`src/rtl/dgc_pkg.sv`:
```
package dgc_pkg;
  localparam int unsigned CODE_W  = 10;
  localparam int unsigned ACC_W   = 14;
  localparam int unsigned OUT_W   = 5;
  localparam int unsigned SHIFT_W = 4;
endpackage

```
`src/rtl/dgc_corr.sv`:
```
module dgc_corr #(
  parameter int unsigned CODE_W  = 10,
  parameter int unsigned ACC_W   = 14,
  parameter int unsigned SHIFT_W = 4
) (
  input  logic                      clk,
  input  logic                      rst_n,
  input  logic                      en,
  input  logic                      pd_late,
  input  logic [CODE_W-1:0]         code,
  input  logic [SHIFT_W-1:0]        shift,
  output logic signed [ACC_W-1:0]   acc
);
  localparam int unsigned TW = CODE_W + 1;
  localparam int unsigned SW = ACC_W + 1;
  localparam logic signed [TW-1:0] HALF = TW'(1 << (CODE_W - 1));
  localparam logic signed [SW-1:0] MAXV = SW'((1 << (ACC_W - 1)) - 1);
  localparam logic signed [SW-1:0] MINV = -SW'(1 << (ACC_W - 1));

  logic signed [TW-1:0]    centred, term, scaled;
  logic signed [SW-1:0]    sum;
  logic signed [ACC_W-1:0] acc_nxt;

  always_comb begin
    centred = $signed({1'b0, code}) - HALF;
    term    = pd_late ? centred : -centred;
    scaled  = term >>> shift;
    sum     = SW'(acc) + SW'(scaled);
    if (sum > MAXV)      acc_nxt = ACC_W'(MAXV);
    else if (sum < MINV) acc_nxt = ACC_W'(MINV);
    else                 acc_nxt = ACC_W'(sum);
  end

  always_ff @(posedge clk or negedge rst_n) begin
    if (!rst_n)  acc <= '0;
    else if (en) acc <= acc_nxt;
  end

  // frozen while disabled
  a_r7_acc_hold: assert property (@(posedge clk) disable iff (!rst_n)
    !en |=> $stable(acc));
  // a positive step at the top rail leaves the register on the rail
  a_r3_top_rail: assert property (@(posedge clk) disable iff (!rst_n)
    (en && acc == ACC_W'(MAXV) && scaled > 0) |=> acc == ACC_W'(MAXV));
  // a negative step at the bottom rail leaves the register on the rail
  a_r3_bottom_rail: assert property (@(posedge clk) disable iff (!rst_n)
    (en && acc == ACC_W'(MINV) && scaled < 0) |=> acc == ACC_W'(MINV));
endmodule

```
`src/rtl/dgc_dsm2.sv`:
```
module dgc_dsm2 #(
  parameter int unsigned ACC_W = 14,
  parameter int unsigned OUT_W = 5
) (
  input  logic                     clk,
  input  logic                     rst_n,
  input  logic                     en,
  input  logic signed [ACC_W-1:0]  din,
  output logic [OUT_W-1:0]         code
);
  localparam int unsigned DW    = ACC_W + 3;
  localparam int unsigned LSB_W = ACC_W - OUT_W;
  localparam logic signed [DW-1:0] OFFS = DW'(1 << (ACC_W - 1));
  localparam logic signed [DW-1:0] ULO  = DW'(1 << LSB_W);
  localparam logic signed [DW-1:0] UHI  = DW'(((1 << OUT_W) - 2) << LSB_W);
  localparam logic signed [DW-1:0] RND  = DW'(1 << (LSB_W - 1));
  localparam logic signed [DW-1:0] QMAX = DW'((1 << OUT_W) - 1);

  logic signed [DW-1:0] e1, e2, u, v, qx, qs, e_nxt;
  logic [OUT_W-1:0]     code_nxt;

  always_comb begin
    u = DW'(din) + OFFS;
    if (u < ULO)      u = ULO;
    else if (u > UHI) u = UHI;
    v  = u + (e1 <<< 1) - e2;
    qx = (v + RND) >>> LSB_W;
    if (qx < 0)         qs = '0;
    else if (qx > QMAX) qs = QMAX;
    else                qs = qx;
    e_nxt    = v - (qs <<< LSB_W);
    code_nxt = qs[OUT_W-1:0];
  end

  always_ff @(posedge clk or negedge rst_n) begin
    if (!rst_n) begin
      e1   <= '0;
      e2   <= '0;
      code <= OUT_W'(1 << (OUT_W - 1));
    end else if (en) begin
      e1   <= e_nxt;
      e2   <= e1;
      code <= code_nxt;
    end
  end

  // residue bounded, quantizer never overloads
  a_r9_residue_bound: assert property (@(posedge clk) disable iff (!rst_n)
    (e1 >= -RND) && (e1 < RND));
  // code and residues hold while disabled
  a_r7_code_hold: assert property (@(posedge clk) disable iff (!rst_n)
    !en |=> ($stable(code) && $stable(e1) && $stable(e2)));
  // with the register clamped low the code cannot reach the top level
  a_r4_low_clamp: assert property (@(posedge clk) disable iff (!rst_n)
    (en && din == -ACC_W'(1 << (ACC_W - 1))) |=> code != '1);
endmodule

```
`src/rtl/dgc_therm.sv`:
```
module dgc_therm #(
  parameter int unsigned OUT_W = 5
) (
  input  logic                        clk,
  input  logic                        rst_n,
  input  logic [OUT_W-1:0]            bin,
  output logic [(1 << OUT_W) - 2:0]   therm
);
  localparam int unsigned LINES = (1 << OUT_W) - 1;

  for (genvar i = 0; i < LINES; i++) begin : g_line
    assign therm[i] = (bin > OUT_W'(i));
  end

  // number of ones equals the binary code
  a_r6_ones_count: assert property (@(posedge clk) disable iff (!rst_n)
    $countones(therm) == bin);
  // ones are contiguous from bit 0
  a_r6_contiguous: assert property (@(posedge clk) disable iff (!rst_n)
    ((therm + 1'b1) & therm) == '0);
endmodule

```
`src/rtl/dly_gain_cal.sv`:
```
module dly_gain_cal
  import dgc_pkg::*;
#(
  parameter int unsigned P_CODE_W  = CODE_W,
  parameter int unsigned P_ACC_W   = ACC_W,
  parameter int unsigned P_OUT_W   = OUT_W,
  parameter int unsigned P_SHIFT_W = SHIFT_W
) (
  input  logic                          clk,
  input  logic                          rst_n,
  input  logic                          cal_en,
  input  logic                          pd_late,
  input  logic [P_CODE_W-1:0]           dly_code,
  input  logic [P_SHIFT_W-1:0]          step_shift,
  output logic [P_CODE_W-1:0]           dummy_code,
  output logic [P_OUT_W-1:0]            gain_code,
  output logic [(1 << P_OUT_W) - 2:0]   dac_therm
);
  logic [1:0]                rst_sync;
  logic                      rst_int_n;
  logic signed [P_ACC_W-1:0] corr;

  always_ff @(posedge clk or negedge rst_n) begin
    if (!rst_n) rst_sync <= '0;
    else        rst_sync <= {rst_sync[0], 1'b1};
  end
  assign rst_int_n = rst_sync[1];

  assign dummy_code = ~dly_code;

  dgc_corr #(.CODE_W(P_CODE_W), .ACC_W(P_ACC_W), .SHIFT_W(P_SHIFT_W)) u_corr (
    .clk(clk), .rst_n(rst_int_n), .en(cal_en), .pd_late(pd_late),
    .code(dly_code), .shift(step_shift), .acc(corr)
  );

  dgc_dsm2 #(.ACC_W(P_ACC_W), .OUT_W(P_OUT_W)) u_dsm (
    .clk(clk), .rst_n(rst_int_n), .en(cal_en), .din(corr), .code(gain_code)
  );

  dgc_therm #(.OUT_W(P_OUT_W)) u_therm (
    .clk(clk), .rst_n(rst_int_n), .bin(gain_code), .therm(dac_therm)
  );

  // out of reset the gain code sits at mid-scale
  a_r8_reset_mid: assert property (@(posedge clk)
    $rose(rst_int_n) |-> gain_code == P_OUT_W'(1 << (P_OUT_W - 1)));
endmodule

```
`config.mk`:
```
export PLATFORM = sky130hd
export DESIGN_NAME = dly_gain_cal
export DESIGN_NICKNAME = d
export VERILOG_FILES = /design/src/rtl/dgc_pkg.sv /design/src/rtl/dgc_corr.sv /design/src/rtl/dgc_dsm2.sv /design/src/rtl/dgc_therm.sv /design/src/rtl/dly_gain_cal.sv
export SDC_FILE = /design/constraint.sdc
export NUM_CORES = 1
export LEC_CHECK = 0
export ABC_CLOCK_PERIOD_IN_PS = 1500
export BUFFER_PORTS_ARGS = -buffer_cell sky130_fd_sc_hd__buf_2
export CELL_PAD_IN_SITES_DETAIL_PLACEMENT = 0
export CELL_PAD_IN_SITES_GLOBAL_PLACEMENT = 1
export CORE_ASPECT_RATIO = 1.5
export CORE_MARGIN = 2
export CORE_UTILIZATION = 30
export DETAILED_ROUTE_END_ITERATION = 7
export HOLD_SLACK_MARGIN = 0.1
export PLACE_DENSITY = 0.71
export SLEW_MARGIN = 10
export SYNTH_ARGS = -nofsm -noshare
export SYNTH_HDL_FRONTEND = slang
export SYNTH_SLANG_ARGS = --single-unit
```
`constraint.sdc`:
```
create_clock -name clk -period 1.5 [get_ports clk]
set_input_delay 0.15 -clock clk [delete_from_list [all_inputs] [get_ports clk]]
set_output_delay 0.15 -clock clk [all_outputs]
set_load 0.02 [all_outputs]
```
==> results.md <==
- Synth Area in Adders: 0.152
- FILL cells: 1615
- Inst Count DP: about 1100
- Worst hold path type: in2async
- Sequential fraction of the synthesis area: 0.256
- Cell mode on critical path: inv_2
- Setup TNS: -96.78 ns
- Largest family of logic cells by synthesized area: compound AO/OA/AOI/OAI gates
- Io pins: 64
- Max cap viols: 0
- Avg Vias per Cell: slightly above 5
- XOR/XNOR Fraction of Synth Area: 0.0678
- Vias in the first global route: 5899
- Crit path required time: between 1.5 and 2 ns
- EDFF count, synth: 0
- WL final: 17200 um
- Slowest CP cell: fa_1
- Largest net degree at the start of global routing: between 50 and 60
- Core area: around 18000 sq um
- Share of the synthesized area in the top cell type: 0.251
- Mapped Cells: 654
- CTS tree: done
- Antenna Cells: 0
- Final instance area: 8970 sq um
- Fin nets: 1006
- Proportion of layout cells with a drive suffix above 1: 0.505
- Final hold vios: 0
- Worst skew pair latency: 0.31 ns
- Worst-path maximum fanout: 4
- Dominant cell type by area after synthesis: dfrtp_1
- Worst EP arrival: approximately 6 ns
- DR vias: 5830
- Clock transition at path regs: 0.08 ns
- Max stage delay on crit path: between 0.5 and 0.6 ns
- I/O Buffers: 63
- Row Count: 60
- Post-synthesis async set-or-reset flop share: 1.00
- Status: finished, violations left
- Post-Syn Area: roughly 5400 sq um
- CTS Buffer Depth: 2
- Setup-failing EPs final: 57
- Die width: approximately 110 um
- Placement Cell Area: 7410 sq um
- Worst-Margin Slew: about 0.58 ns
- Shortest period the worst path allows: 5.94 ns
- First-pass GRT wire length: 26900 um
- Post-Synth Simple-Gate Area: 0.143
- Setup WS post-layout: -4.44 ns
- Gr ovfl total: 0
- Die ar.: 19100 sq um
- Initial Utilization: 0.303
- Layout Cells excl Fill: 1150
- Startpoint type of the worst setup path: register
- Initial drt markers: roughly 140
- Syn. warnings: 0
- Synth area leaders: dfrtp_1 (25%), ha_1 (9.3%), fa_1 (5.9%)
- Worst path bufs/invs: 4
- Clock Skew: 0.0129 ns
- Mux cell area share after synthesis: 0.0746
- Failing checks: negative setup slack
- Yosys reg bits: 55
- Complex-gate fraction of the synthesized area: 0.230
- CTS Buf Count: 5
- HPWL Detailed: 12400 um
- Die Y-Extent: 168 um
- Crit Path Class: reg2reg
- H-tree depth: 2
- Slew Limit Fails: 0
- # DRC: 0
- CTS sink cnt: 55
- GP Congestion: 0.847
- Relative slew slack: 0.611
- Avg WL per Cell: 14.9 um
- Synth unique cells: 66
- Total GRT Usage: 0.173
- P&R area growth vs syn: 66.5%
- CP endpoint kind: register
- Post-route clock period utilization: 3.96
- Initial antenna violation count: 0
- Crit-path leading delay family: compound AO/OA/AOI/OAI gates
- TritonRoute pass-1 iters: 4
- RSZ-0062 raised after global routing: true
- Avg Synthesized Cell Area: 8.24 sq um
- Main synth FF type: dfrtp_1
- Fmax: approximately 0.17 GHz
- DRT antenna net count: 0
- Final design utilization: 0.504
- Clock Root Buffer: clkbuf_16
cells by family (layout without fill, tap and decap cells):
| logic type | after synthesis | after routing |
|---|---|---|
| muxes | 37 | 37 |
| AOI/OAI and AO/OA | 198 | 198 |
| DFF | 55 | 55 |
| xor gates and xnor gates | 40 | 40 |
| adders and majority gates | 56 | 56 |
| and+or+nand+nor | 160 | 160 |
| buffers and inverters | 107 | 384 |
| other | 1 | 3 |
flip-flops by register name, indices dropped and copies added (netlist names):
signal / flops
u_dsm.e1: 17
u_dsm.e2: 17
u_corr.acc: 14
u_dsm.code: 5
rst_sync: 2
layout by cell type, fill, tap and decap left out, types with 6 or more instances in the layout:
| cell | instances |
|---|---|
| buf_4 | 205 |
| inv_1 | 72 |
| nand2_1 | 51 |
| dfrtp_1 | 49 |
| buf_6 | 45 |
| buf_2 | 35 |
| ha_1 | 34 |
| a21oi_2 | 31 |
| o21ai_0 | 29 |
| nor2_1 | 27 |
| xnor2_1 | 26 |
| a21oi_1 | 19 |
| o21ai_2 | 18 |
| mux2_2 | 18 |
| nand3_1 | 15 |
| mux2i_1 | 14 |
| o21ai_1 | 13 |
| fa_1 | 13 |
| o22ai_1 | 10 |
| a21o_1 | 9 |
| o211ai_1 | 7 |
| clkbuf_16 | 7 |
| xnor2_2 | 6 |
| a211o_1 | 6 |
| nor2_4 | 6 |
| a21oi_4 | 6 |
| buf_12 | 6 |
worst paths after layout:
kind	startpoint	end	slack [ns]	depth (start not counted)
setup / recovery	u_corr.acc[8]$_DFFE_PN0P_	u_dsm.e1[15]$_DFFE_PN0P_	-4.44	27
hold / removal	rst_n	rst_sync[1]$_DFF_PN0_	0.15	2
setup reg to reg	u_corr.acc[8]$_DFFE_PN0P_	u_dsm.e1[15]$_DFFE_PN0P_	-4.44	27
hold reg to reg	rst_sync[1]$_DFF_PN0_	u_dsm.e2[14]$_DFFE_PN0P_	0.16	0
max in group asynchronous	rst_sync[1]$_DFF_PN0_	u_corr.acc[11]$_DFFE_PN0P_	0.73	2
min in group clk	cal_en	u_dsm.e1[16]$_DFFE_PN0P_	0.29	3
synth_stat cells (15+ instances only):
cell	n
inv_1	78
nand3_1	15
clkbuf_1	27
dfrtp_1	54
a21oi_1	54
nor2_1	38
mux2_2	22
nand2_1	58
fa_1	16
ha_1	40
o21ai_0	59
xnor2_1	32
per-layer routing:
metal  vias up  routed length (um)  GRT usage
met3        43                 344     0.0133
li1       2842                   -          -
met4         0                 829     0.0843
met1      2827                6020      0.166
met5         -                   0          0
met2       118                9970      0.357
metrics by stage:
| step | worst slack, ns | hold slack [ns] |
|---|---|---|
| 5_1_grt | -4.73 | 0.174 |
| 2_1_floorplan | -4.32 | -0.146 |
| 4_1_cts | -4.40 | 0.137 |
| 3_5_place_dp | -4.51 | -0.0614 |
| 3_3_place_gp | -4.37 | -0.0645 |
| 6_report | -4.44 | 0.149 |
cell type report:
class / count / area [sq um] / area share
clock buffer: 5 / 125 / 0.0139
clock inverter: 3 / 27.5 / 0.00307
inverter: 78 / 300 / 0.0335
multi-input combinational: 494 / 4380 / 0.488
sequential: 55 / 1380 / 0.154
tap: 217 / 272 / 0.0303
timing repair buffer: 298 / 2490 / 0.277
repair_timing:
item	4_1_cts	5_1_grt
gates cloned	5	1
gates resized for setup	165	91
setup endpoints to repair	56	65
pin swaps	51	38
hold buffers	1	0
endpoints found under the hold margin	2	0
buffers inserted	35	21
Power is not shown: default switching activity piles up to over one toggle a cycle in this logic, so the estimate is an artifact.
